<file path="config.mk">
export PLATFORM = sky130hd
export DESIGN_NAME = rom_sweep_counter
export DESIGN_NICKNAME = d
export VERILOG_FILES = /design/src/rtl/rom_sweep_pkg.sv /design/src/rtl/sweep_req_ptr.sv /design/src/rtl/sweep_data_slot.sv /design/src/rtl/sweep_status.sv /design/src/rtl/rom_sweep_counter.sv
export SDC_FILE = /design/constraint.sdc
export NUM_CORES = 1
export LEC_CHECK = 0
export BUFFER_PORTS_ARGS = -buffer_cell sky130_fd_sc_hd__buf_2
export CAP_MARGIN = 20
export CORE_MARGIN = 10
export CORE_UTILIZATION = 38
export DETAILED_ROUTE_END_ITERATION = 7
export PLACE_DENSITY = 0.63
export SLEW_MARGIN = 30
export SYNTH_ARGS = -nofsm -noshare
export SYNTH_HDL_FRONTEND = slang
export SYNTH_SLANG_ARGS = --single-unit
</file>
<file path="constraint.sdc">
create_clock -name clk -period 4.77 [get_ports clk]
set_input_delay 0.477 -clock clk [delete_from_list [all_inputs] [get_ports clk]]
set_output_delay 0.477 -clock clk [all_outputs]
set_load 0.01 [all_outputs]
</file>
<file path="src/rtl/rom_sweep_pkg.sv">
package rom_sweep_pkg;

  // Address width for a ROM of the given depth, never below one bit.
  function automatic int addr_bits(input int depth);
    return (depth > 1) ? $clog2(depth) : 1;
  endfunction

  // Address of the last word below the digest region.
  function automatic int low_last_index(input int depth, input int top);
    return depth - top - 1;
  endfunction

endpackage

</file>
<file path="src/rtl/sweep_req_ptr.sv">
module sweep_req_ptr #(
  parameter int ROM_DEPTH = 64,
  parameter int AW        = 6
) (
  input  logic          clk,
  input  logic          rst,
  input  logic          slot_free_i,
  output logic          rd_req_o,
  output logic [AW-1:0] rd_addr_o
);
  localparam logic [AW-1:0] LAST_ADDR = AW'(ROM_DEPTH - 1);

  logic [AW-1:0] addr_q;
  logic          issued_all_q;

  // A read goes out only when its data can land in a free slot.
  assign rd_req_o  = !issued_all_q && slot_free_i;
  assign rd_addr_o = addr_q;

  always_ff @(posedge clk) begin
    if (rst) begin
      addr_q       <= '0;
      issued_all_q <= 1'b0;
    end else if (rd_req_o) begin
      if (addr_q == LAST_ADDR) begin
        issued_all_q <= 1'b1;
      end else begin
        addr_q <= addr_q + 1'b1;
      end
    end
  end

  // each request below the top moves the pointer to the next word
  p_addr_step_r4: assert property (@(posedge clk) disable iff (rst)
    (rd_req_o && rd_addr_o != LAST_ADDR) |=> (rd_addr_o == $past(rd_addr_o) + 1'b1));

  // once the last address has been requested, the pointer freezes and reads stop
  p_freeze_after_last_r8: assert property (@(posedge clk) disable iff (rst)
    (rd_req_o && rd_addr_o == LAST_ADDR) |=> (!rd_req_o && rd_addr_o == LAST_ADDR));

endmodule

</file>
<file path="src/rtl/sweep_data_slot.sv">
module sweep_data_slot #(
  parameter int AW = 6
) (
  input  logic          clk,
  input  logic          rst,
  input  logic          rd_req_i,
  input  logic [AW-1:0] rd_addr_i,
  input  logic          data_rdy_i,
  output logic          slot_free_o,
  output logic          accept_o,
  output logic          vld_o,
  output logic [AW-1:0] addr_o
);
  logic          vld_q;
  logic [AW-1:0] addr_q;

  assign accept_o    = vld_q && data_rdy_i;
  assign slot_free_o = !vld_q || data_rdy_i;
  assign vld_o       = vld_q;
  assign addr_o      = addr_q;

  always_ff @(posedge clk) begin
    if (rst) begin
      vld_q  <= 1'b0;
      addr_q <= '0;
    end else if (rd_req_i) begin
      vld_q  <= 1'b1;
      addr_q <= rd_addr_i;
    end else if (accept_o) begin
      vld_q <= 1'b0;
    end
  end

  // the word requested in one cycle is on offer in the next
  p_fill_r3: assert property (@(posedge clk) disable iff (rst)
    rd_req_i |=> (vld_o && addr_o == $past(rd_addr_i)));

  // a stalled word stays put
  p_stall_hold_r5: assert property (@(posedge clk) disable iff (rst)
    (vld_o && !data_rdy_i) |=> (vld_o && $stable(addr_o)));

endmodule

</file>
<file path="src/rtl/sweep_status.sv">
module sweep_status #(
  parameter int ROM_DEPTH = 64,
  parameter int TOP_COUNT = 8,
  parameter int AW        = 6
) (
  input  logic          clk,
  input  logic          rst,
  input  logic          vld_i,
  input  logic [AW-1:0] addr_i,
  input  logic          accept_i,
  output logic          low_last_o,
  output logic          done_o
);
  import rom_sweep_pkg::*;

  localparam logic [AW-1:0] LAST_ADDR = AW'(ROM_DEPTH - 1);
  localparam logic [AW-1:0] LOW_LAST  = AW'(low_last_index(ROM_DEPTH, TOP_COUNT));

  logic done_q;

  assign low_last_o = vld_i && (addr_i == LOW_LAST);
  assign done_o     = done_q;

  always_ff @(posedge clk) begin
    if (rst) begin
      done_q <= 1'b0;
    end else if (accept_i && addr_i == LAST_ADDR) begin
      done_q <= 1'b1;
    end
  end

  // completion never drops before reset
  p_done_sticky_r7: assert property (@(posedge clk) disable iff (rst)
    done_o |=> done_o);

  // completion only follows acceptance of the top word
  p_done_cause_r7: assert property (@(posedge clk) disable iff (rst)
    (!done_o && !(accept_i && addr_i == LAST_ADDR)) |=> !done_o);

endmodule

</file>
<file path="src/rtl/rom_sweep_counter.sv">
module rom_sweep_counter #(
  parameter int ROM_DEPTH = 64,
  parameter int TOP_COUNT = 8,
  localparam int AW = rom_sweep_pkg::addr_bits(ROM_DEPTH)
) (
  input  logic          clk,
  input  logic          rst,
  input  logic          data_rdy_i,
  output logic          rd_req_o,
  output logic [AW-1:0] rd_addr_o,
  output logic          data_vld_o,
  output logic [AW-1:0] data_addr_o,
  output logic          low_last_o,
  output logic          sweep_done_o
);
  logic slot_free;
  logic accept;

  sweep_req_ptr #(
    .ROM_DEPTH (ROM_DEPTH),
    .AW        (AW)
  ) u_req (
    .clk         (clk),
    .rst         (rst),
    .slot_free_i (slot_free),
    .rd_req_o    (rd_req_o),
    .rd_addr_o   (rd_addr_o)
  );

  sweep_data_slot #(
    .AW (AW)
  ) u_slot (
    .clk         (clk),
    .rst         (rst),
    .rd_req_i    (rd_req_o),
    .rd_addr_i   (rd_addr_o),
    .data_rdy_i  (data_rdy_i),
    .slot_free_o (slot_free),
    .accept_o    (accept),
    .vld_o       (data_vld_o),
    .addr_o      (data_addr_o)
  );

  sweep_status #(
    .ROM_DEPTH (ROM_DEPTH),
    .TOP_COUNT (TOP_COUNT),
    .AW        (AW)
  ) u_status (
    .clk        (clk),
    .rst        (rst),
    .vld_i      (data_vld_o),
    .addr_i     (data_addr_o),
    .accept_i   (accept),
    .low_last_o (low_last_o),
    .done_o     (sweep_done_o)
  );

  // after completion the ROM port and the data slot stay quiet
  p_quiet_after_done_r8: assert property (@(posedge clk) disable iff (rst)
    sweep_done_o |-> (!rd_req_o && !data_vld_o));

  // no read is issued over a stalled word
  p_no_req_on_stall_r2: assert property (@(posedge clk) disable iff (rst)
    (data_vld_o && !data_rdy_i) |-> !rd_req_o);

endmodule

</file>
==> summary.md <==
| Metric | Value |
|---|---|
| Status | `completed` |
| Area share of xor/xnor cells in the synthesized design | `1.38%` |
| Reg area | `300 um^2` |
| Core area | `1540 um^2` |
| Setup bufs post-CTS | `0` |
| Global route overflow | `0` |
| Peak Freq | `506 MHz` |
| Final min period | `1980 ps` |
| Dpl ws | `2880 ps` |
| NetSw | `0.0000580 W` |
| Post-synthesis simple-gate area fraction | `20.3%` |
| Site row count | `14` |
| Fin Setup TNS | `0 ps` |
| Worst Hold Endpoint | `u_status.done_o$_SDFFE_PP0P_` |
| Skew final | `4.54 ps` |
| Syn avg cell area | `9.33 um^2` |
| # hold bufs at CTS | `0` |
| Final ANT Viol Nets | `0` |
| Port bufs | `18` |
| Clk_lat worst skew | `280 ps` |
| Post-synthesis register bit count | `15` |
| H-tree Lvls | `1` |
| Final Slew Violations | `0` |
| Reg power frac | `58.9%` |
| Hold depth | `3` |
| Initial DRC Count | `8` |
| Number of global-route vias before repair | `530` |
| DR pass1 iterations | `4` |
| Final HPWL DP | `1090 um` |
| Crit path max-delay family | `simple AND/OR/NAND/NOR gates` |
| CP max stage delay | `470 ps` |
| Critical R2R Launch | `u_req.rd_addr_o[0]$_SDFFE_PP0P_` |
| Actual slew at the worst max-slew pin | `540 ps` |
| Residual DRC | `0` |
| Max-Cap Viols | `0` |
| Initial antenna violation count | `0` |
| Buffer and inverter count on the worst path | `1` |
| Net Sw Frac | `25.2%` |
| Crit end category | `output pin` |
| Inserted Diodes | `0` |
| Fin worst setup slack | `2790 ps` |
| Placed Area | `737 um^2` |
| HP Class | `input port to flip-flop` |
| Design Area, Final | `763 um^2` |
| Finished Core Util | `49.5%` |
| Mapped Cells | `68` |
| Compound-Gate Fraction of Synth Area | `22.3%` |
| Largest family of logic cells by synthesized area | `compound AO/OA/AOI/OAI gates` |
| Crit path kind | `flip-flop to output pin` |
| Via count | `573` |
| Gate power share | `10.3%` |
| Leak Pwr | `0.327 nW` |
| DR WL/cell | `13.8 um` |
| RSZ-0062 raised after global routing | `no` |
| R2r endpoint | `u_req.rd_addr_o[5]$_SDFFE_PP0P_` |
| Synth unique cells | `26` |
| Clk buf depth | `2` |
| First-pass GRT wire length | `2370 um` |
| Reg2Reg Setup Slack | `3060 ps` |
| Synth warn | `0` |
| Largest net degree at the start of global routing | `17` |
| Post-CTS sizing | `0` |
| Worst-case reg-to-reg path depth | `4` |
| CTS buffer count | `3` |
| Max-slew headroom | `63.9%` |
| Arrival time at the worst endpoint | `1500 ps` |
| Area of the multi-input gates | `323 um^2` |
| Hold_sp | `data_rdy_i` |
| Layout cells sized above 1 | `29.5%` |
| Number of synthesized flops with an enable pin | `0` |
| Cell chain of the critical path | `nor2b_1 > nor2_2 > buf_2` |
| Final net count | `93` |
| Synth Cell Area | `634 um^2` |
| Area grow syn2layout | `20.3%` |
| Final Hold Fails | `0` |
| Tcrit/Tclk final | `41.5%` |
| # IOs | `19` |
| Die Y | `60.9 um` |
| Synth Net Count | `72` |
| Drt total wl | `1430 um` |
| Chip width | `60.9 um` |
| Drt via density | `5.51` |
| VDD IR-drop max | `0.000155 V` |
| Crit path max fanout | `10` |
| Die ar. | `3700 um^2` |
| CP required | `4290 ps` |
| GP Congestion | `0.752` |
| Slowest-stage cell, CP | `nor2b_1` |
| Post-Synth Adder-Cell Area | `1.97%` |
| Fraction of registers with async set/reset | `0%` |
| Register area share after synthesis | `47.3%` |
| CTS tree | `yes` |
| Endpoints failing setup | `0` |
| All-Layer GR Usage | `8.19%` |
| Fillers | `155` |
| Ys flop type | `dfxtp_1` |
| Clock share of power | `30.9%` |
| Setup crit start kind | `flip-flop` |
| Clock sink count | `15` |
| Cell internal pwr | `0.000172 W` |
| Power per cell area | `301 nW/um^2` |
| Clock transition at path regs | `90 ps` |
| CTS Root Cell | `clkbuf_4` |
| Mux cell area share after synthesis | `4.93%` |
| Initial core utilization | `41.2%` |
## worst register-to-register path, delay by kind of cell (launching register included)
family | cells | cell delay (ps)
flops | 1 | 380
fa+ha+maj | 1 | 320
mux | 1 | 320
simple gates | 1 | 160
compound gates | 1 | 440
## power by group through the flow
stage	Combinational, W	Sequential [W]	Clock (W)
detailed placement	0.0000242	0.000138	0
floorplan	0.0000129	0.000139	0
CTS	0.0000243	0.000135	0.0000731
global route	0.0000274	0.000137	0.0000776
global placement	0.0000239	0.000138	0
finish	0.0000236	0.000135	0.0000709
## logic make-up (layout without fill, tap and decap cells)
logic type / Yosys count / in the layout
compound gates: 20 / 20
xor+xnor: 1 / 1
fa+ha+maj: 1 / 1
buf+inv: 3 / 23
flops: 15 / 15
mux: 3 / 3
simple gates: 25 / 25
## cells in the final DEF (no fill, tap or decap), types with 2 or more instances in the layout
cell / synthesis / final
o21ai_0: 5 / 5
mux2i_1: 2 / 2
dfxtp_1: 15 / 15
buf_2: 0 / 18
nor2_1: 6 / 6
a311oi_1: 2 / 2
a21oi_1: 8 / 8
nor2b_1: 2 / 2
nand2_1: 8 / 8
clkbuf_4: 0 / 3
a41oi_1: 2 / 2
## worst max path at each step
stage                                          from                              end  slack, ps  cells after the start
floorplan           u_req.rd_addr_o[0]$_SDFFE_PP0P_  u_req.rd_addr_o[5]$_SDFFE_PP0P_       3160                      4
global placement                         data_rdy_i                         rd_req_o       2930                      4
detailed placement                       data_rdy_i                         rd_req_o       2880                      4
CTS                       u_slot.vld_o$_SDFFE_PP0P_                         rd_req_o       2780                      3
global route              u_slot.vld_o$_SDFFE_PP0P_                         rd_req_o       2620                      3
finish                    u_slot.vld_o$_SDFFE_PP0P_                         rd_req_o       2790                      3
## Yosys cell counts (2+ instances only)
| master | number | area [um^2] |
|---|---|---|
| nor2b_1 | 2 | 12.5 |
| nor2_1 | 6 | 22.5 |
| a311oi_1 | 2 | 17.5 |
| clkbuf_1 | 2 | 7.51 |
| nand2_1 | 8 | 30.0 |
| o21ai_0 | 5 | 25.0 |
| mux2i_1 | 2 | 20.0 |
| a21oi_1 | 8 | 40.0 |
| dfxtp_1 | 15 | 300 |
| a41oi_1 | 2 | 17.5 |
## metal layers
metal | wire length [um] | GRT usage, %
met5 | 0 | 0
met4 | 25 | 2.82
met3 | 115 | 3.55
met2 | 647 | 13.5
met1 | 642 | 9.17
## flip-flops by register name (all words and copies together), names as in the netlist
signal,count
u_req.rd_addr_o,6
u_slot.addr_o,6
u_req.issued_all_q,1
u_slot.vld_o,1
u_status.done_o,1
## metrics by stage
stage / cells / hold WS (ps) / total power, W
after detailed placement: 100 / 486 / 0.000163
after global routing: 104 / 522 / 0.000242
after global placement: 100 / 455 / 0.000162
after CTS: 104 / 492 / 0.000233
after floorplan: 68 / 504 / 0.000152
final: 104 / 488 / 0.000230
## cell type report
class                   instances  area share (%)
flip-flops and latches         15            39.3
inverters                       1           0.492
clock buffers                   4            3.44
repair buffers                 18            11.8
multi-input cells              50            42.3
well taps                      16            2.62
Note: power is estimated with default switching activity, not from simulation.
